===== src/rtl/svcreq_pkg.sv =====
package svcreq_pkg;

   typedef enum logic [2:0] {
      CMD_ABS   = 3'd0,
      CMD_REL   = 3'd1,
      CMD_SAME  = 3'd2,
      CMD_DPOLL = 3'd3,
      CMD_EPOLL = 3'd4,
      CMD_IPOLL = 3'd5,
      CMD_TERM  = 3'd6,
      CMD_NONE  = 3'd7
   } cmd_e;

   typedef enum logic [1:0] {
      SZ_BYTE = 2'd0,
      SZ_HALF = 2'd1,
      SZ_WORD = 2'd2
   } size_e;

   typedef enum logic [3:0] {
      ST_IDLE,
      ST_SID,
      ST_CMD,
      ST_DIR,
      ST_SIGN,
      ST_ADDR,
      ST_SIZE,
      ST_WDATA,
      ST_CRC
   } state_e;

   // Prefix matcher: only the last three bits and the bit count matter.
   function automatic cmd_e match_prefix(input logic [2:0] tail,
                                         input logic at2,
                                         input logic at3);
      cmd_e r;
      r = CMD_NONE;
      if (at2 && tail[1:0] == 2'b11) begin
         r = CMD_SAME;
      end else if (at3) begin
         case (tail)
            3'b100:  r = CMD_ABS;
            3'b101:  r = CMD_REL;
            3'b010:  r = CMD_DPOLL;
            3'b011:  r = CMD_EPOLL;
            3'b001:  r = CMD_IPOLL;
            default: r = CMD_NONE;
         endcase
      end
      return r;
   endfunction

   function automatic logic is_addr_cmd(input cmd_e c);
      return (c == CMD_ABS) || (c == CMD_REL) || (c == CMD_SAME);
   endfunction

endpackage


===== src/rtl/svcreq_crc.sv =====
module svcreq_crc #(
   parameter int             W    = 4,
   parameter logic [W-1:0]   POLY = 'h7
) (
   input  logic         clk,
   input  logic         rst_n,
   input  logic         step,
   input  logic         restart,
   input  logic         din,
   output logic [W-1:0] crc
);

   if (W < 2) begin : g_bad_w
      $error("svcreq_crc: W must be at least 2");
   end

   logic [W-1:0] base;
   logic [W-1:0] nxt;
   logic         fb;

   always_comb begin
      base = restart ? '0 : crc;
      fb   = base[W-1] ^ din;
      nxt  = {base[W-2:0], 1'b0} ^ (fb ? POLY : '0);
   end

   always_ff @(posedge clk or negedge rst_n) begin
      if (!rst_n) begin
         crc <= '0;
      end else if (step) begin
         crc <= nxt;
      end
   end

endmodule


===== src/rtl/svcreq_cache.sv =====
module svcreq_cache #(
   parameter int ID_W   = 2,
   parameter int ADDR_W = 21
) (
   input  logic              clk,
   input  logic              rst_n,
   input  logic              wr_en,
   input  logic [ID_W-1:0]   wr_id,
   input  logic [ADDR_W-1:0] wr_addr,
   input  logic [ID_W-1:0]   rd_id,
   output logic [ADDR_W-1:0] rd_addr,
   output logic              rd_ok
);

   localparam int SLAVES = 1 << ID_W;

   logic [SLAVES-1:0][ADDR_W-1:0] ent;
   logic [SLAVES-1:0]             ok;

   for (genvar g = 0; g < SLAVES; g++) begin : g_ent
      logic [ADDR_W-1:0] val_q;
      logic              vld_q;

      always_ff @(posedge clk or negedge rst_n) begin
         if (!rst_n) begin
            val_q <= '0;
            vld_q <= 1'b0;
         end else if (wr_en && wr_id == ID_W'(g)) begin
            val_q <= wr_addr;
            vld_q <= 1'b1;
         end
      end

      assign ent[g] = val_q;
      assign ok[g]  = vld_q;
   end

   assign rd_addr = ent[rd_id];
   assign rd_ok   = ok[rd_id];

endmodule


===== src/rtl/svcreq_resolve.sv =====
module svcreq_resolve
   import svcreq_pkg::*;
#(
   parameter int ADDR_W = 21,
   parameter int REL_W  = 8,
   parameter int SAME_W = 2
) (
   input  cmd_e              cmd,
   input  logic              neg,
   input  logic [ADDR_W-1:0] raw,
   input  logic [ADDR_W-1:0] base,
   input  logic              base_ok,
   output logic [ADDR_W-1:0] addr,
   output logic              miss
);

   localparam logic [ADDR_W-1:0] SPAN = ADDR_W'(1) << REL_W;

   always_comb begin
      addr = raw;
      miss = 1'b0;
      if (cmd == CMD_REL || cmd == CMD_SAME) begin
         if (!base_ok) begin
            miss = 1'b1;
         end else if (cmd == CMD_REL) begin
            addr = base + ADDR_W'(raw[REL_W-1:0]) - (neg ? SPAN : '0);
         end else begin
            addr = {base[ADDR_W-1:SAME_W], raw[SAME_W-1:0]};
         end
      end
   end

endmodule


===== src/rtl/svc_req_decoder.sv =====
module svc_req_decoder
   import svcreq_pkg::*;
#(
   parameter int               ID_W     = 2,
   parameter int               ADDR_W   = 21,
   parameter int               REL_W    = 8,
   parameter int               SAME_W   = 2,
   parameter int               DATA_W   = 32,
   parameter int               CMD_MAX  = 8,
   parameter int               CRC_W    = 4,
   parameter logic [CRC_W-1:0] CRC_POLY = 4'h7
) (
   input  logic              clk,
   input  logic              rst_n,
   input  logic              sample_en,
   input  logic              line_in,
   input  logic              ack_in,
   output logic              frm_valid,
   output logic              frm_err,
   output logic              crc_ok,
   output logic [ID_W-1:0]   slave_id,
   output logic [2:0]        cmd,
   output logic              is_read,
   output logic [ADDR_W-1:0] addr,
   output logic [1:0]        size,
   output logic [DATA_W-1:0] wdata,
   output logic              resolve_err
);

   localparam int LEN_A  = (ADDR_W > DATA_W) ? ADDR_W : DATA_W;
   localparam int LEN_B  = (LEN_A > CMD_MAX) ? LEN_A : CMD_MAX;
   localparam int MAXLEN = (LEN_B > CRC_W) ? LEN_B : CRC_W;
   localparam int CNT_W  = $clog2(MAXLEN + 1);

   if (ID_W < 1 || SAME_W < 2 || REL_W < 2 || REL_W >= ADDR_W ||
       SAME_W > ADDR_W || CMD_MAX < 3 || CRC_W < 2 ||
       DATA_W < 8 || (DATA_W % 4) != 0) begin : g_bad_cfg
      $error("svc_req_decoder: unsupported parameter set");
   end

   state_e            st;
   cmd_e              cmd_q;
   cmd_e              hit;
   size_e             sz_q;
   logic [CNT_W-1:0]  cnt;
   logic [CNT_W-1:0]  cnt_n;
   logic              bit_in;
   logic [2:0]        tail;
   logic [2:0]        tail_n;
   logic              neg_q;
   logic [ADDR_W-1:0] raw_q;
   logic [ADDR_W-1:0] raw_n;
   logic [CRC_W-1:0]  rx_q;
   logic [CRC_W-1:0]  rx_n;
   logic [CRC_W-1:0]  lfsr;
   logic              lfsr_step;
   logic              pend_q;
   logic [ID_W-1:0]   pend_id;
   logic [ADDR_W-1:0] pend_addr;
   logic [ADDR_W-1:0] base;
   logic              base_ok;
   logic [ADDR_W-1:0] res_addr;
   logic              res_miss;

   function automatic logic [CNT_W-1:0] addr_len(input cmd_e c);
      case (c)
         CMD_REL:  return CNT_W'(REL_W);
         CMD_SAME: return CNT_W'(SAME_W);
         default:  return CNT_W'(ADDR_W);
      endcase
   endfunction

   function automatic logic [CNT_W-1:0] data_len(input size_e s);
      case (s)
         SZ_BYTE: return CNT_W'(DATA_W / 4);
         SZ_HALF: return CNT_W'(DATA_W / 2);
         default: return CNT_W'(DATA_W);
      endcase
   endfunction

   assign bit_in    = ~line_in;
   assign cnt_n     = cnt + 1'b1;
   assign tail_n    = {tail[1:0], bit_in};
   assign raw_n     = {raw_q[ADDR_W-2:0], bit_in};
   assign rx_n      = {rx_q[CRC_W-2:0], bit_in};
   assign hit       = match_prefix(tail_n, cnt_n == CNT_W'(2), cnt_n == CNT_W'(3));
   assign lfsr_step = sample_en && ((st == ST_IDLE) ? bit_in : (st != ST_CRC));
   assign cmd       = cmd_q;
   assign size      = sz_q;

   svcreq_crc #(
      .W    (CRC_W),
      .POLY (CRC_POLY)
   ) u_crc (
      .clk     (clk),
      .rst_n   (rst_n),
      .step    (lfsr_step),
      .restart (st == ST_IDLE),
      .din     (bit_in),
      .crc     (lfsr)
   );

   svcreq_cache #(
      .ID_W   (ID_W),
      .ADDR_W (ADDR_W)
   ) u_cache (
      .clk     (clk),
      .rst_n   (rst_n),
      .wr_en   (ack_in && pend_q),
      .wr_id   (pend_id),
      .wr_addr (pend_addr),
      .rd_id   (slave_id),
      .rd_addr (base),
      .rd_ok   (base_ok)
   );

   svcreq_resolve #(
      .ADDR_W (ADDR_W),
      .REL_W  (REL_W),
      .SAME_W (SAME_W)
   ) u_resolve (
      .cmd     (cmd_q),
      .neg     (neg_q),
      .raw     (raw_n),
      .base    (base),
      .base_ok (base_ok),
      .addr    (res_addr),
      .miss    (res_miss)
   );

   always_ff @(posedge clk or negedge rst_n) begin
      if (!rst_n) begin
         st          <= ST_IDLE;
         cmd_q       <= CMD_NONE;
         sz_q        <= SZ_BYTE;
         cnt         <= '0;
         tail        <= '0;
         neg_q       <= 1'b0;
         raw_q       <= '0;
         rx_q        <= '0;
         pend_q      <= 1'b0;
         pend_id     <= '0;
         pend_addr   <= '0;
         frm_valid   <= 1'b0;
         frm_err     <= 1'b0;
         crc_ok      <= 1'b0;
         slave_id    <= '0;
         is_read     <= 1'b0;
         addr        <= '0;
         wdata       <= '0;
         resolve_err <= 1'b0;
      end else begin
         frm_valid <= 1'b0;
         frm_err   <= 1'b0;
         crc_ok    <= 1'b0;
         if (ack_in && pend_q) begin
            pend_q <= 1'b0;
         end
         if (sample_en) begin
            unique case (st)
               ST_IDLE: begin
                  if (bit_in) begin
                     st          <= ST_SID;
                     cnt         <= '0;
                     slave_id    <= '0;
                     cmd_q       <= CMD_NONE;
                     sz_q        <= SZ_BYTE;
                     is_read     <= 1'b0;
                     resolve_err <= 1'b0;
                     pend_q      <= 1'b0;
                  end
               end
               ST_SID: begin
                  slave_id <= (slave_id >> 1) | (ID_W'(bit_in) << (ID_W - 1));
                  cnt      <= cnt_n;
                  if (cnt_n == CNT_W'(ID_W)) begin
                     st   <= ST_CMD;
                     cnt  <= '0;
                     tail <= '0;
                  end
               end
               ST_CMD: begin
                  tail <= tail_n;
                  cnt  <= cnt_n;
                  if (hit != CMD_NONE) begin
                     cmd_q <= hit;
                     cnt   <= '0;
                     raw_q <= '0;
                     st    <= is_addr_cmd(hit) ? ST_DIR : ST_CRC;
                  end else if (cnt_n == CNT_W'(CMD_MAX)) begin
                     frm_err <= 1'b1;
                     st      <= ST_IDLE;
                  end
               end
               ST_DIR: begin
                  is_read <= bit_in;
                  st      <= (cmd_q == CMD_REL) ? ST_SIGN : ST_ADDR;
               end
               ST_SIGN: begin
                  neg_q <= bit_in;
                  st    <= ST_ADDR;
               end
               ST_ADDR: begin
                  raw_q <= raw_n;
                  cnt   <= cnt_n;
                  if (cnt_n == addr_len(cmd_q)) begin
                     addr        <= res_addr;
                     resolve_err <= res_miss;
                     st          <= ST_SIZE;
                  end
               end
               ST_SIZE: begin
                  cnt   <= '0;
                  wdata <= '0;
                  if (is_read && raw_q[1:0] == 2'b11 && bit_in) begin
                     cmd_q   <= CMD_TERM;
                     is_read <= 1'b0;
                     st      <= ST_CRC;
                  end else if (!bit_in) begin
                     sz_q <= SZ_BYTE;
                     st   <= is_read ? ST_CRC : ST_WDATA;
                  end else if (raw_q[1:0] == 2'b01) begin
                     sz_q      <= SZ_WORD;
                     addr[1:0] <= 2'b01;
                     st        <= is_read ? ST_CRC : ST_WDATA;
                  end else if (!raw_q[0]) begin
                     sz_q    <= SZ_HALF;
                     addr[0] <= 1'b0;
                     st      <= is_read ? ST_CRC : ST_WDATA;
                  end else begin
                     frm_err <= 1'b1;
                     st      <= ST_IDLE;
                  end
               end
               ST_WDATA: begin
                  wdata <= {wdata[DATA_W-2:0], bit_in};
                  cnt   <= cnt_n;
                  if (cnt_n == data_len(sz_q)) begin
                     cnt <= '0;
                     st  <= ST_CRC;
                  end
               end
               ST_CRC: begin
                  rx_q <= rx_n;
                  cnt  <= cnt_n;
                  if (cnt_n == CNT_W'(CRC_W)) begin
                     frm_valid <= 1'b1;
                     crc_ok    <= (rx_n == lfsr);
                     st        <= ST_IDLE;
                     if (rx_n == lfsr && is_addr_cmd(cmd_q)) begin
                        pend_q    <= 1'b1;
                        pend_id   <= slave_id;
                        pend_addr <= addr;
                     end
                  end
               end
               default: st <= ST_IDLE;
            endcase
         end
      end
   end

endmodule



===== config.mk =====
export PLATFORM = sky130hd
export DESIGN_NAME = svc_req_decoder
export DESIGN_NICKNAME = d
export VERILOG_FILES = /design/src/rtl/svcreq_pkg.sv /design/src/rtl/svcreq_crc.sv /design/src/rtl/svcreq_cache.sv /design/src/rtl/svcreq_resolve.sv /design/src/rtl/svc_req_decoder.sv
export SDC_FILE = /design/constraint.sdc
export NUM_CORES = 1
export LEC_CHECK = 0
export ABC_AREA = 0
export ABC_CLOCK_PERIOD_IN_PS = 6100
export BUFFER_PORTS_ARGS = -buffer_cell sky130_fd_sc_hd__buf_4
export CAP_MARGIN = 20
export CELL_PAD_IN_SITES_DETAIL_PLACEMENT = 0
export CELL_PAD_IN_SITES_GLOBAL_PLACEMENT = 1
export CORE_MARGIN = 10
export CORE_UTILIZATION = 54
export CTS_CLUSTER_DIAMETER = 200
export DETAILED_ROUTE_END_ITERATION = 10
export GPL_TIMING_DRIVEN = 0
export PLACE_DENSITY = 0.92
export SYNTH_ARGS = -nofsm -noshare
export SYNTH_HDL_FRONTEND = slang
export SYNTH_HIERARCHICAL = 1
export SYNTH_SLANG_ARGS = --single-unit

===== constraint.sdc =====
create_clock -name clk -period 6.1 [get_ports clk]
set_input_delay 0.915 -clock clk [delete_from_list [all_inputs] [get_ports clk]]
set_output_delay 0.915 -clock clk [all_outputs]
set_load 0.1 [all_outputs]

==> results of run 1 <==
==> per-stage QoR <==
step	setup slack, ps	util (%)
finish	1920	63.1
CTS	1960	63.1
floorplan	1880	-
global placement	1650	58.8
detailed placement	1660	59.1
global route	1760	63.1
==> metal layers <==
layer | GRT usage, % | up-vias | routed length (µm)
li1 | - | 3813 | -
met1 | 27.5 | 4141 | 12700
met2 | 31.5 | 210 | 13400
met3 | 2.79 | 27 | 1370
met4 | 4.39 | 0 | 416
met5 | 0 | - | 0
==> layout make-up <==
cell class / instances / area share [%]
multi-input cells: 668 / 42.3
clock buffers: 36 / 5.65
flip-flops and latches: 217 / 41.1
inverters: 50 / 1.42
clock inverters: 8 / 0.596
repair buffers: 72 / 4.43
well taps: 275 / 2.60
plain buffers: 53 / 1.93
==> path summary, 6_finish.rpt <==
check	startpoint	endpoint	slack, ps	cells past startpoint
min in group clk	u_cache/g_ent[0].vld_q$_DFFE_PN0P_	u_cache/g_ent[0].vld_q$_DFFE_PN0P_	470	1
hold / removal	rst_n	u_cache/g_ent[0].val_q[12]$_DFFE_PN0P_	340	1
setup / recovery	slave_id[1]$_DFFE_PN0P_	addr[20]$_DFFE_PN0P_	1920	14
setup reg to reg	slave_id[1]$_DFFE_PN0P_	addr[20]$_DFFE_PN0P_	1920	14
max in group asynchronous	rst_n	slave_id[0]$_DFFE_PN0P_	4950	2
hold reg to reg	u_cache/g_ent[0].vld_q$_DFFE_PN0P_	u_cache/g_ent[0].vld_q$_DFFE_PN0P_	470	1
==> power by group through the flow <==
stage | combinational [µW] | clock [µW] | sequential (µW)
after floorplan | 1290 | 0 | 1960
after global placement | 1970 | 0 | 1720
after detailed placement | 1990 | 0 | 1720
after CTS | 2000 | 1500 | 1700
after global routing | 2190 | 1560 | 1720
final | 2020 | 1470 | 1700
==> registers in the layout, summed over array words and instances, names as in the netlist, 3 cells and up <==
| register | cells |
|---|---|
| cnt | 6 |
| pend_addr | 21 |
| rx_q | 3 |
| u_cache/g_ent.vld_q | 4 |
| wdata | 32 |
| st | 4 |
| raw_q | 20 |
| addr | 21 |
| u_crc/crc | 4 |
| cmd | 3 |
| u_cache/g_ent.val_q | 84 |
==> cell families after synthesis <==
kind of cell               synth area share (%)
and+or+nand+nor                            10.5
AOI/OAI and AO/OA                          14.8
DFF                                        47.4
muxes                                      18.0
buffers and inverters                      3.86
adders and majority gates                  3.38
xor gates and xnor gates                   2.05
==> cell usage in the layout (no fill, tap or decap), types with 4 or more instances in the layout <==
cell type / instances
sky130_fd_sc_hd__dfrtp_1: 214
sky130_fd_sc_hd__mux2_2: 120
sky130_fd_sc_hd__buf_4: 75
sky130_fd_sc_hd__nand2_1: 61
sky130_fd_sc_hd__a22o_1: 53
sky130_fd_sc_hd__a21oi_1: 51
sky130_fd_sc_hd__inv_1: 49
sky130_fd_sc_hd__nor2_1: 46
sky130_fd_sc_hd__o21ai_0: 33
sky130_fd_sc_hd__clkbuf_1: 32
sky130_fd_sc_hd__ha_1: 31
sky130_fd_sc_hd__clkbuf_16: 25
sky130_fd_sc_hd__nand3_1: 23
sky130_fd_sc_hd__mux4_2: 22
sky130_fd_sc_hd__xnor2_1: 20
sky130_fd_sc_hd__nor3_1: 20
sky130_fd_sc_hd__nand2b_1: 18
sky130_fd_sc_hd__buf_2: 12
sky130_fd_sc_hd__a21o_1: 11
sky130_fd_sc_hd__a31oi_1: 10
sky130_fd_sc_hd__mux2_4: 10
sky130_fd_sc_hd__and3_1: 9
sky130_fd_sc_hd__and2_1: 8
sky130_fd_sc_hd__clkbuf_8: 8
sky130_fd_sc_hd__a211oi_1: 7
sky130_fd_sc_hd__o21a_1: 6
sky130_fd_sc_hd__xor2_1: 5
sky130_fd_sc_hd__or3_1: 5
sky130_fd_sc_hd__nand3b_1: 5
sky130_fd_sc_hd__o211ai_1: 5
sky130_fd_sc_hd__nor4_1: 4
sky130_fd_sc_hd__and4_1: 4
sky130_fd_sc_hd__nor2b_1: 4
sky130_fd_sc_hd__a2111oi_4: 4
sky130_fd_sc_hd__a32o_1: 4
sky130_fd_sc_hd__o21bai_1: 4
sky130_fd_sc_hd__o22ai_1: 4
==> worst max-delay path: cells and delay by family (launching register included) <==
family                   cells  cell delay [ps]
buffers and inverters        3              810
AND/OR/NAND/NOR              3              750
multiplexers                 2              660
adder cells (fa/ha/maj)      2              620
AO/OA/AOI/OAI                3              560
flip-flops                   1              520
XOR/XNOR                     1              150
==> metrics.log, run 1 <==
[metrics] run status: completed
[metrics] Clk Latency, worst-skew pair: between 500 and 600 ps
[metrics] number of antenna violations at the first check in global routing: 0
[metrics] area of all placed cells without fillers: ~13,000 µm²
[metrics] number of rows in the core area: 53
[metrics] Max rail drop VDD: 0.000273 V
[metrics] placed instance count: around 1,300
[metrics] number of instances in the synthesized netlist: a little under 1,000
[metrics] number of clock buffers inserted by TritonCTS: 24
[metrics] number of distinct library cell variants in the gate-level netlist after synthesis: 81
[metrics] part of the cycle the worst path needs: between 60% and 70%
[metrics] maximum buffer depth of the clock tree: 3
[metrics] drt drc: 0
[metrics] switching component of the power: 2030 µW
[metrics] dominant synthesized flop cell: sky130_fd_sc_hd__dfrtp_1
[metrics] CP Data Required Time: 6500 ps
[metrics] total number of clock tree sinks: between 200 and 250
[metrics] Critical Path Max Stage Delay: approximately 700 ps
[metrics] final setup violation count: 0
[metrics] endpoint class of the critical path: register
[metrics] vias in the first global route: around 8,200
[metrics] die outline width: about 170 µm
[metrics] starting utilization of the core area: 54.7%
[metrics] Post-Route Skew: 8.76 ps
[metrics] Setup Crit Path Kind: register to register
[metrics] critical-path maximum fanout: 10
[metrics] switching portion of total power: 39.0%
[metrics] worst rel slew slack: 42.3%
[metrics] routability-driven placement congestion ratio: between 0.8 and 0.9
[metrics] Storage cell area: between 5000 and 6000 µm²
[metrics] detailed-route wire length per cell: approximately 20 µm
[metrics] drt pass-1 iters: 5
[metrics] most used standard cells in the synthesized netlist: 214 x sky130_fd_sc_hd__dfrtp_1, 120 x sky130_fd_sc_hd__mux2_2, 61 x sky130_fd_sc_hd__nand2_1, 53 x sky130_fd_sc_hd__a22o_1, 51 x sky130_fd_sc_hd__a21oi_1
[metrics] Seq/Total Area, Yosys: 47.4%
[metrics] wire length of the first global-routing pass: 45,100 µm
[metrics] top cell type by total area after synthesis: sky130_fd_sc_hd__dfrtp_1
[metrics] Final TNS setup: 0 ps
[metrics] Via density: 5.94
[metrics] synthesized area per cell: 11.6 µm²
[metrics] post-layout net count: between 1,000 and 1,500
[metrics] clock network power share: between 20% and 30%
[metrics] cell chosen for the clock root: sky130_fd_sc_hd__clkbuf_16
[metrics] highest achievable clock rate: around 0.24 GHz
[metrics] Final Hold Fails: 0
[metrics] setup fix buffers added after clock tree synthesis: 0
[metrics] Detail Placement HPWL: around 20,000 µm
[metrics] number of hold buffers added after CTS: 0
[metrics] largest cells by area after synthesis: sky130_fd_sc_hd__dfrtp_1 47%, sky130_fd_sc_hd__mux2_2 12%, sky130_fd_sc_hd__mux4_2 4.3%
[metrics] cell area after placement: roughly 12,000 µm²
[metrics] Design Power: 5190 µW
[metrics] fraction of final layout cells with drive strength greater than 1: 29.1%
[metrics] worst-path cell with the longest stage delay: sky130_fd_sc_hd__buf_1
[metrics] final cell count without fillers: 1,379
[metrics] total of warnings raised by yosys: 6
[metrics] TritonCTS clock tree: built
[metrics] number of nets with antenna violations after routing: 0
[metrics] Detailed Route WL: around 28,000 µm
[metrics] number of filler cells placed in the layout: approximately 1,700
[metrics] Hold Path Class: primary input to async pin
[metrics] H-tree lvl count: 1
[metrics] arrival time reported for the critical path endpoint: between 4000 and 5000 ps
[metrics] Slew Limit Fails: 0
[metrics] synth-to-layout area growth: 15.3%
[metrics] number of input and output port buffers inserted: 69
[metrics] iteration-0 DRC count of the detailed router: a little over 600
[metrics] max capacitance violation total: 0
[metrics] part of the total power dissipated in combinational logic: between 30% and 40%
[metrics] Period minus WS final: ~4200 ps
[metrics] diodes inserted: 0
[metrics] multi-input logic area: 5590 µm²
[metrics] part of the total power dissipated in sequential elements: 32.8%
[metrics] flip-flop and latch count after synthesis: around 220
[metrics] via count: between 8,000 and 9,000
[metrics] placeable core region: ~21,000 µm²
[metrics] Post-synth EDFFs: 0
[metrics] Slew @ Worst Pin: 865 ps
[metrics] cts repair resizes: 0
[metrics] Synth top area share: between 40% and 50%
[metrics] all-layer global routing usage: 19.6%
[metrics] pin count of the biggest net entering global routing: a little under 90
[metrics] ordered cell list for the critical path: buf_1 -> mux4_2 -> inv_1 -> ha_1 -> inv_1 -> ha_1 -> nand2b_1 -> a2111oi_4 -> o211ai_2 -> and4_1 -> or3_1 -> xnor2_1 -> o21ai_1 -> mux2_4
[metrics] Pwr per Cell Area: 393 nW/µm²
[metrics] internal power: between 3000 and 4000 µW
[metrics] type of origin of the critical path: register
[metrics] IO Pins: 70
[metrics] mapped cell area: 11,500 µm²
[metrics] fraction of registers with async set/reset: between 90% and 100%
[metrics] height of the die: 166 µm
[metrics] minimum hold slack: roughly 340 ps
[metrics] number of nets produced by synthesis: approximately 1,000
[metrics] RSZ-0062 raised after global routing: false
[metrics] clock transition at the registers of the reported paths: 60 ps
[metrics] most used standard cell by instance count after synthesis: sky130_fd_sc_hd__dfrtp_1
[metrics] leakage component of the power: 0.00637 µW
[metrics] Remaining Overflow, GRT: 0
[metrics] Die ar.: about 27,000 µm²
Power figures use the tool's default switching activity.
==> inputs of run 2 (changes only) <==
--- a/config.mk
+++ b/config.mk
@@ -6,17 +6,17 @@
 export NUM_CORES = 1
 export LEC_CHECK = 0
 export ABC_AREA = 0
-export ABC_CLOCK_PERIOD_IN_PS = 6100
+export ABC_CLOCK_PERIOD_IN_PS = 4200
 export BUFFER_PORTS_ARGS = -buffer_cell sky130_fd_sc_hd__buf_4
 export CAP_MARGIN = 20
 export CELL_PAD_IN_SITES_DETAIL_PLACEMENT = 0
 export CELL_PAD_IN_SITES_GLOBAL_PLACEMENT = 1
 export CORE_MARGIN = 10
-export CORE_UTILIZATION = 54
+export CORE_UTILIZATION = 50
 export CTS_CLUSTER_DIAMETER = 200
 export DETAILED_ROUTE_END_ITERATION = 10
 export GPL_TIMING_DRIVEN = 0
-export PLACE_DENSITY = 0.92
+export PLACE_DENSITY = 0.87
 export SYNTH_ARGS = -nofsm -noshare
 export SYNTH_HDL_FRONTEND = slang
 export SYNTH_HIERARCHICAL = 1
==> constraint.sdc (replaced) <==
create_clock -name clk -period 4.2 [get_ports clk]
set_input_delay 0.63 -clock clk [delete_from_list [all_inputs] [get_ports clk]]
set_output_delay 0.63 -clock clk [all_outputs]
set_load 0.1 [all_outputs]
==> metrics.log, run 2 (synthesized netlist as in run 1, its figures left out) <==
[metrics] run status: completed (unchanged)
[metrics] Detailed Route WL: 27,300 µm (was 27,900 µm)
[metrics] Slew Limit Fails: 0 (unchanged)
[metrics] number of nets with antenna violations after routing: 0 (unchanged)
[metrics] wire length of the first global-routing pass: 44,800 µm (was 45,100 µm)
[metrics] minimum hold slack: 130 ps (was 342 ps)
[metrics] Setup Crit Path Kind: register to register (unchanged)
[metrics] diodes inserted: 0 (unchanged)
[metrics] Final Hold Fails: 0 (unchanged)
[metrics] depth of the critical timing path with buffers and inverters included: 14 (unchanged)
[metrics] Clk Latency, worst-skew pair: 520 ps (about the same)
[metrics] Via density: 5.86 (was 5.94)
[metrics] Pwr per Cell Area: 572 nW/µm² (was 393 nW/µm²)
[metrics] CP Data Required Time: 4600 ps (was 6500 ps)
[metrics] total number of clock tree sinks: 217 (unchanged)
[metrics] logic depth of the worst register-to-register path: 14 (unchanged)
[metrics] final worst-path setup slack: 236 ps (was 1920 ps)
[metrics] TritonCTS clock tree: built (unchanged)
[metrics] via count: 8,126 (was 8,191)
[metrics] placeable core region: 22,600 µm² (was 21,000 µm²)
[metrics] most frequent cells in the layout: 213 x sky130_fd_sc_hd__dfrtp_1, 120 x sky130_fd_sc_hd__mux2_2, 75 x sky130_fd_sc_hd__buf_4 (was 214 x sky130_fd_sc_hd__dfrtp_1, 120 x sky130_fd_sc_hd__mux2_2, 75 x sky130_fd_sc_hd__buf_4)
[metrics] Die ar.: 29,400 µm² (was 27,500 µm²)
[metrics] most common cell after layout, fill and taps aside: sky130_fd_sc_hd__dfrtp_1 (unchanged)
[metrics] highest achievable clock rate: 0.252 GHz (was 0.239 GHz)
[metrics] worst slack at placement: -34.0 ps (was 1660 ps)
[metrics] Slew @ Worst Pin: 1040 ps (was 865 ps)
[metrics] routability-driven placement congestion ratio: 0.920 (was 0.884)
[metrics] critical-path maximum fanout: 10 (unchanged)
[metrics] synth-to-layout area growth: 15.1% (was 15.3%)
[metrics] height of the die: 171 µm (was 166 µm)
[metrics] clock transition at the registers of the reported paths: 60 ps (about the same)
[metrics] max capacitance violation total: 0 (unchanged)
[metrics] all-layer global routing usage: 18.9% (was 19.6%)
[metrics] drt pass-1 iters: 5 (unchanged)
[metrics] Critical Path Max Stage Delay: 580 ps (was 700 ps)
[metrics] IO Pins: 70 (unchanged)
[metrics] detailed-route wire length per cell: 19.7 µm (was 20.2 µm)
[metrics] Storage cell area: 5440 µm² (was 5430 µm²)
[metrics] endpoint class of the critical path: register (unchanged)
[metrics] post-layout net count: 1,120 (was 1,122)
[metrics] final setup violation count: 0 (unchanged)
[metrics] family with the most delay on the worst path: simple AND/OR/NAND/NOR gates (was buffers and inverters)
[metrics] number of rows in the core area: 55 (was 53)
[metrics] combined buffer and inverter count along the critical path: 3 (unchanged)
[metrics] largest register by flop count: u_cache/g_ent.val_q (unchanged)
[metrics] vias in the first global route: 8,288 (was 8,210)
[metrics] Hold Path Class: primary input to async pin (unchanged)
[metrics] type of origin of the critical path: register (unchanged)
[metrics] area of all placed cells without fillers: 13,200 µm² (about the same)
[metrics] ordered cell list for the critical path: buf_2 -> mux4_2 -> inv_1 -> ha_1 -> inv_1 -> ha_1 -> nand4_1 -> a2111oi_4 -> o211ai_2 -> and4_1 -> or3_1 -> xnor2_1 -> o21ai_1 -> mux2_4 (was buf_1 -> mux4_2 -> inv_1 -> ha_1 -> inv_1 -> ha_1 -> nand2b_1 -> a2111oi_4 -> o211ai_2 -> and4_1 -> or3_1 -> xnor2_1 -> o21ai_1 -> mux2_4)
[metrics] Remaining Overflow, GRT: 0 (unchanged)
[metrics] fraction of final layout cells with drive strength greater than 1: 29.0% (was 29.1%)
[metrics] part of the cycle the worst path needs: 94.4% (was 68.6%)
[metrics] Post-Route Skew: 21.4 ps (was 8.76 ps)
[metrics] cell area after placement: 12,400 µm² (about the same)
[metrics] number of clock buffers inserted by TritonCTS: 24 (unchanged)
[metrics] pin count of the biggest net entering global routing: 120 (was 87)
[metrics] flip-flop count of the largest register, all copies and words added: 84 (unchanged)
[metrics] Period minus WS final: 3960 ps (was 4180 ps)
[metrics] number of filler cells placed in the layout: 1,885 (was 1,726)
[metrics] worst rel slew slack: 29.9% (was 42.3%)
[metrics] worst-path cell with the longest stage delay: sky130_fd_sc_hd__dfrtp_1 (was sky130_fd_sc_hd__buf_1)
[metrics] arrival time reported for the critical path endpoint: 4360 ps (was 4580 ps)
[metrics] maximum buffer depth of the clock tree: 3 (unchanged)
[metrics] Final TNS setup: 0 ps (unchanged)
[metrics] die outline width: 171 µm (was 166 µm)
[metrics] final cell count without fillers: 1,387 (was 1,379)
[metrics] leakage component of the power: 0.00635 µW (was 0.00637 µW)
[metrics] placed instance count: 1,343 (was 1,334)
[metrics] drt drc: 0 (unchanged)
[metrics] Max rail drop VDD: 0.000311 V (was 0.000273 V)
[metrics] multi-input logic area: 5590 µm² (unchanged)
[metrics] Detail Placement HPWL: 19,300 µm (was 19,600 µm)
[metrics] iteration-0 DRC count of the detailed router: 556 (was 605)
[metrics] RSZ-0062 raised after global routing: false (unchanged)
[metrics] cell chosen for the clock root: sky130_fd_sc_hd__clkbuf_16 (unchanged)
[metrics] largest registers ranked by flip-flop count: u_cache/g_ent.val_q: 84 flops, wdata: 32 flops (unchanged)
[metrics] number of antenna violations at the first check in global routing: 0 (unchanged)
[metrics] starting utilization of the core area: 50.8% (was 54.7%)
[metrics] number of input and output port buffers inserted: 69 (unchanged)
[metrics] H-tree lvl count: 1 (unchanged)
[run 2: cell types whose count changed in the layout (fill, tap and decap cells not counted)]
cell / delta
sky130_fd_sc_hd__dfrtp_1: -1
sky130_fd_sc_hd__bufinv_16: +1
sky130_fd_sc_hd__buf_16: -1
sky130_fd_sc_hd__inv_6: +2
sky130_fd_sc_hd__clkbuf_1: +2
sky130_fd_sc_hd__buf_2: +1
sky130_fd_sc_hd__clkinvlp_4: -1
sky130_fd_sc_hd__clkbuf_8: -3
sky130_fd_sc_hd__inv_8: -1
sky130_fd_sc_hd__dfrtp_2: +1
sky130_fd_sc_hd__buf_1: -2
[run 2: worst paths after layout]
kind	to	start	slack, ps
max	addr[20]$_DFFE_PN0P_	slave_id[1]$_DFFE_PN0P_	240
min	addr[13]$_DFFE_PN0P_	rst_n	130
max reg2reg	addr[20]$_DFFE_PN0P_	slave_id[1]$_DFFE_PN0P_	240
min reg2reg	u_cache/g_ent[1].vld_q$_DFFE_PN0P_	u_cache/g_ent[1].vld_q$_DFFE_PN0P_	470
max in group asynchronous	slave_id[0]$_DFFE_PN0P_	rst_n	3030
min in group clk	pend_q$_DFF_PN0_	ack_in	400
[run 2: area by class of cell]
type,instances,share of cell area [%]
plain buffers,53,1.95
clock buffers,35,5.40
clock inverters,9,0.815
inverters,50,1.42
multi-input cells,668,42.3
flip-flops and latches,217,41.2
well taps,285,2.70
repair buffers,70,4.19
[run 2: repair_timing]
item	4_1_cts	5_1_grt
hold buffers	0	0
gates resized for setup	1	1
setup endpoints to repair	1	7
setup buffers	0	0
[run 2: routing by layer]
metal | vias to the layer above | GRT usage [%] | wire, µm
met4 | 0 | 5.07 | 512
met3 | 37 | 2.61 | 1360
met5 | - | 0 | 0
met2 | 206 | 30.3 | 12700
li1 | 3829 | - | -
met1 | 4054 | 26.2 | 12700
[run 2: through the flow]
step / utilization (%) / total power (µW)
5_1_grt: 58.5 / 7960
6_report: 58.5 / 7540
3_5_place_dp: 54.8 / 5390
2_1_floorplan: - / 4730
3_3_place_gp: 54.7 / 5360
4_1_cts: 58.5 / 7580
[run 2: power breakdown]
part	internal, µW	switching (µW)
clock network	1310	851
logic	1050	1860
registers	2250	220
==> inputs of run 3 (changes only) <==
--- a/config.mk
+++ b/config.mk
@@ -15,7 +15,6 @@
 export CORE_UTILIZATION = 50
 export CTS_CLUSTER_DIAMETER = 200
 export DETAILED_ROUTE_END_ITERATION = 10
-export GPL_TIMING_DRIVEN = 0
 export PLACE_DENSITY = 0.87
 export SYNTH_ARGS = -nofsm -noshare
 export SYNTH_HDL_FRONTEND = slang
==> metrics.log, run 3 (synthesized netlist as in run 1, its figures left out) <==
[metrics] die outline width: 171 µm (unchanged)
[metrics] number of filler cells placed in the layout: 1,849 (was 1,885)
[metrics] pin count of the biggest net entering global routing: 107 (was 120)
[metrics] Detail Placement HPWL: 17,600 µm (was 19,300 µm)
[metrics] diodes inserted: 0 (unchanged)
[metrics] worst-path cell with the longest stage delay: sky130_fd_sc_hd__dfrtp_2 (was sky130_fd_sc_hd__dfrtp_1)
[metrics] max capacitance violation total: 0 (unchanged)
[metrics] ordered cell list for the critical path: mux4_2 -> ha_1 -> ha_1 -> nand2_1 -> o21ai_0 -> a41oi_1 -> and4_1 -> or3_1 -> xnor2_1 -> o21ai_1 -> mux2_4 (was buf_2 -> mux4_2 -> inv_1 -> ha_1 -> inv_1 -> ha_1 -> nand4_1 -> a2111oi_4 -> o211ai_2 -> and4_1 -> or3_1 -> xnor2_1 -> o21ai_1 -> mux2_4)
[metrics] Max rail drop VDD: 0.000340 V (was 0.000311 V)
[metrics] placeable core region: 22,600 µm² (unchanged)
[metrics] wire length of the first global-routing pass: 42,900 µm (was 44,800 µm)
[metrics] Critical Path Max Stage Delay: 640 ps (was 580 ps)
[metrics] switching portion of total power: 38.2% (was 38.9%)
[metrics] starting utilization of the core area: 50.8% (unchanged)
[metrics] Clk Latency, worst-skew pair: 510 ps (was 520 ps)
[metrics] largest register by flop count: u_cache/g_ent.val_q (unchanged)
[metrics] maximum buffer depth of the clock tree: 3 (unchanged)
[metrics] type of origin of the critical path: register (unchanged)
[metrics] highest achievable clock rate: 0.263 GHz (was 0.252 GHz)
[metrics] internal power: 4670 µW (was 4610 µW)
[metrics] number of hold buffers added after CTS: 0 (unchanged)
[metrics] Remaining Overflow, GRT: 0 (unchanged)
[metrics] setup fix buffers added after clock tree synthesis: 0 (unchanged)
[metrics] part of the total power dissipated in sequential elements: 33.9% (was 32.8%)
[metrics] height of the die: 171 µm (unchanged)
[metrics] Period minus WS final: 3800 ps (was 3960 ps)
[metrics] reg-to-reg critical path endpoint: addr[20]$_DFFE_PN0P_ (unchanged)
[metrics] cts repair resizes: 0 (was 1)
[metrics] critical-path maximum fanout: 11 (was 10)
[metrics] Design Power: 7560 µW (was 7540 µW)
[metrics] largest registers ranked by flip-flop count: u_cache/g_ent.val_q: 84 flops, wdata: 32 flops (unchanged)
[metrics] number of nets with antenna violations after routing: 0 (unchanged)
[metrics] Die ar.: 29,400 µm² (unchanged)
[metrics] Slew @ Worst Pin: 960 ps (was 1040 ps)
[metrics] final setup violation count: 0 (unchanged)
[metrics] drt drc: 0 (unchanged)
[metrics] all-layer global routing usage: 17.9% (was 18.9%)
[metrics] flip-flop count of the largest register, all copies and words added: 84 (unchanged)
[metrics] fraction of final layout cells with drive strength greater than 1: 29.8% (was 29.0%)
[metrics] combined buffer and inverter count along the critical path: 0 (was 3)
[metrics] drt pass-1 iters: 4 (was 5)
[metrics] Final TNS setup: 0 ps (unchanged)
[metrics] most common cell after layout, fill and taps aside: sky130_fd_sc_hd__dfrtp_1 (unchanged)
[metrics] minimum hold slack: 168 ps (was 130 ps)
[metrics] detailed-route wire length per cell: 19.4 µm (was 19.7 µm)
[metrics] iteration-0 DRC count of the detailed router: 576 (was 556)
[metrics] number of input and output port buffers inserted: 69 (unchanged)
[metrics] run status: completed (unchanged)
[metrics] part of the cycle the worst path needs: 90.4% (was 94.4%)
[metrics] IO Pins: 70 (unchanged)
[metrics] most frequent cells in the layout: 213 x sky130_fd_sc_hd__dfrtp_1, 120 x sky130_fd_sc_hd__mux2_2, 88 x sky130_fd_sc_hd__buf_4 (was 213 x sky130_fd_sc_hd__dfrtp_1, 120 x sky130_fd_sc_hd__mux2_2, 75 x sky130_fd_sc_hd__buf_4)
[metrics] Detailed Route WL: 26,200 µm (was 27,300 µm)
[metrics] clock network power share: 29.4% (was 28.6%)
[metrics] post-layout net count: 1,087 (was 1,120)
[metrics] H-tree lvl count: 1 (unchanged)
[metrics] most used cell, CP: sky130_fd_sc_hd__ha_1
[metrics] TritonCTS clock tree: built (unchanged)
[metrics] register-to-register path setup slack: 400 ps (was 240 ps)
[metrics] part of the total power dissipated in combinational logic: 36.7% (was 38.6%)
[metrics] vias in the first global route: 8,002 (was 8,288)
[metrics] synth-to-layout area growth: 14.5% (was 15.1%)
[metrics] area of all placed cells without fillers: 13,100 µm² (was 13,200 µm²)
[metrics] clock transition at the registers of the reported paths: 60 ps (about the same)
[metrics] number of rows in the core area: 55 (unchanged)
[metrics] total number of clock tree sinks: 217 (unchanged)
[metrics] multi-input logic area: 5600 µm² (was 5590 µm²)
[metrics] number of antenna violations at the first check in global routing: 0 (unchanged)
[metrics] CP Data Required Time: 4600 ps (about the same)
[metrics] routability-driven placement congestion ratio: 0.882 (was 0.920)
[metrics] Setup Crit Path Kind: register to register (unchanged)
[metrics] cell area after placement: 12,300 µm² (was 12,400 µm²)
[metrics] Hold Path Class: primary input to async pin (unchanged)
[metrics] number of clock buffers inserted by TritonCTS: 24 (unchanged)
[metrics] logic depth of the worst register-to-register path: 11 (was 14)
[metrics] Slew Limit Fails: 0 (unchanged)
[metrics] RSZ-0062 raised after global routing: false (unchanged)
[metrics] Final Hold Fails: 0 (unchanged)
[metrics] Pwr per Cell Area: 576 nW/µm² (was 572 nW/µm²)
[metrics] reg-to-reg startpoint: slave_id[0]$_DFFE_PN0P_ (was slave_id[1]$_DFFE_PN0P_)
[metrics] leakage component of the power: 0.00634 µW (was 0.00635 µW)
[metrics] Via density: 5.89 (was 5.86)
[metrics] family with the most delay on the worst path: multiplexers (was simple AND/OR/NAND/NOR gates)
[metrics] arrival time reported for the critical path endpoint: 4200 ps (was 4360 ps)
[metrics] worst rel slew slack: 36.0% (was 29.9%)
[metrics] cell chosen for the clock root: sky130_fd_sc_hd__clkbuf_16 (unchanged)
[metrics] switching component of the power: 2890 µW (was 2940 µW)
[metrics] via count: 7,980 (was 8,126)
[metrics] Storage cell area: 5440 µm² (unchanged)
[metrics] endpoint class of the critical path: register (unchanged)
[metrics] Post-Route Skew: 11.0 ps (was 21.4 ps)
[metrics] final core occ: 58.2% (was 58.5%)
-- run 3: cell count changes in the layout (fill, tap and decap cells not counted), moves of 2 or more --
cell / previous run / this run
sky130_fd_sc_hd__clkinvlp_4: 2 / 0
sky130_fd_sc_hd__buf_4: 75 / 88
sky130_fd_sc_hd__buf_2: 13 / 0
sky130_fd_sc_hd__clkbuf_1: 34 / 5
sky130_fd_sc_hd__buf_6: 2 / 0
-- run 3: worst reg2reg max path, delay by kind of cell (launching register included) --
kind,cells,cell delay [ps]
simple gates,3,690
fa+ha+maj,2,700
mux,2,880
compound gates,3,620
xor+xnor,1,150
flops,1,640
-- run 3: power groups by stage --
stage | logic, µW | clock network [µW] | registers [µW]
2_1_floorplan | 1880 | 0 | 2850
3_3_place_gp | 2730 | 0 | 2590
3_5_place_dp | 2750 | 0 | 2590
4_1_cts | 2770 | 2270 | 2560
5_1_grt | 3020 | 2350 | 2590
6_report | 2780 | 2220 | 2560
-- run 3: per-stage QoR --
stage	std cells	worst slack [ps]
after global routing	1354	118
after floorplan	988	120
after CTS	1354	416
after detailed placement	1310	445
after global placement	1310	513
final	1354	402
-- run 3: metal layers --
layer	part of all wire, %	vias to the layer above	global-route usage, %
met3	3.7	33	2.11
met2	47	145	29.5
met1	47	4069	24.8
met4	1.6	0	4.27
li1	-	3733	-
met5	0	-	0
-- run 3: worst max-delay path by stage --
stage,start,endpoint,cells past startpoint
3_3_place_gp,slave_id[0]$_DFFE_PN0P_,addr[20]$_DFFE_PN0P_,11
6_report,slave_id[0]$_DFFE_PN0P_,addr[20]$_DFFE_PN0P_,11
2_1_floorplan,slave_id[1]$_DFFE_PN0P_,addr[20]$_DFFE_PN0P_,12
3_5_place_dp,slave_id[0]$_DFFE_PN0P_,addr[20]$_DFFE_PN0P_,11
4_1_cts,slave_id[0]$_DFFE_PN0P_,addr[20]$_DFFE_PN0P_,11
5_1_grt,slave_id[0]$_DFFE_PN0P_,addr[20]$_DFFE_PN0P_,11
-- run 3: cell type report --
cell class,instances,share of cell area [%]
repair buffers,90,5.30
clock buffers,36,5.54
well taps,285,2.72
inverters,50,1.43
clock inverters,8,0.963
multi-input cells,668,42.7
flip-flops and latches,217,41.4
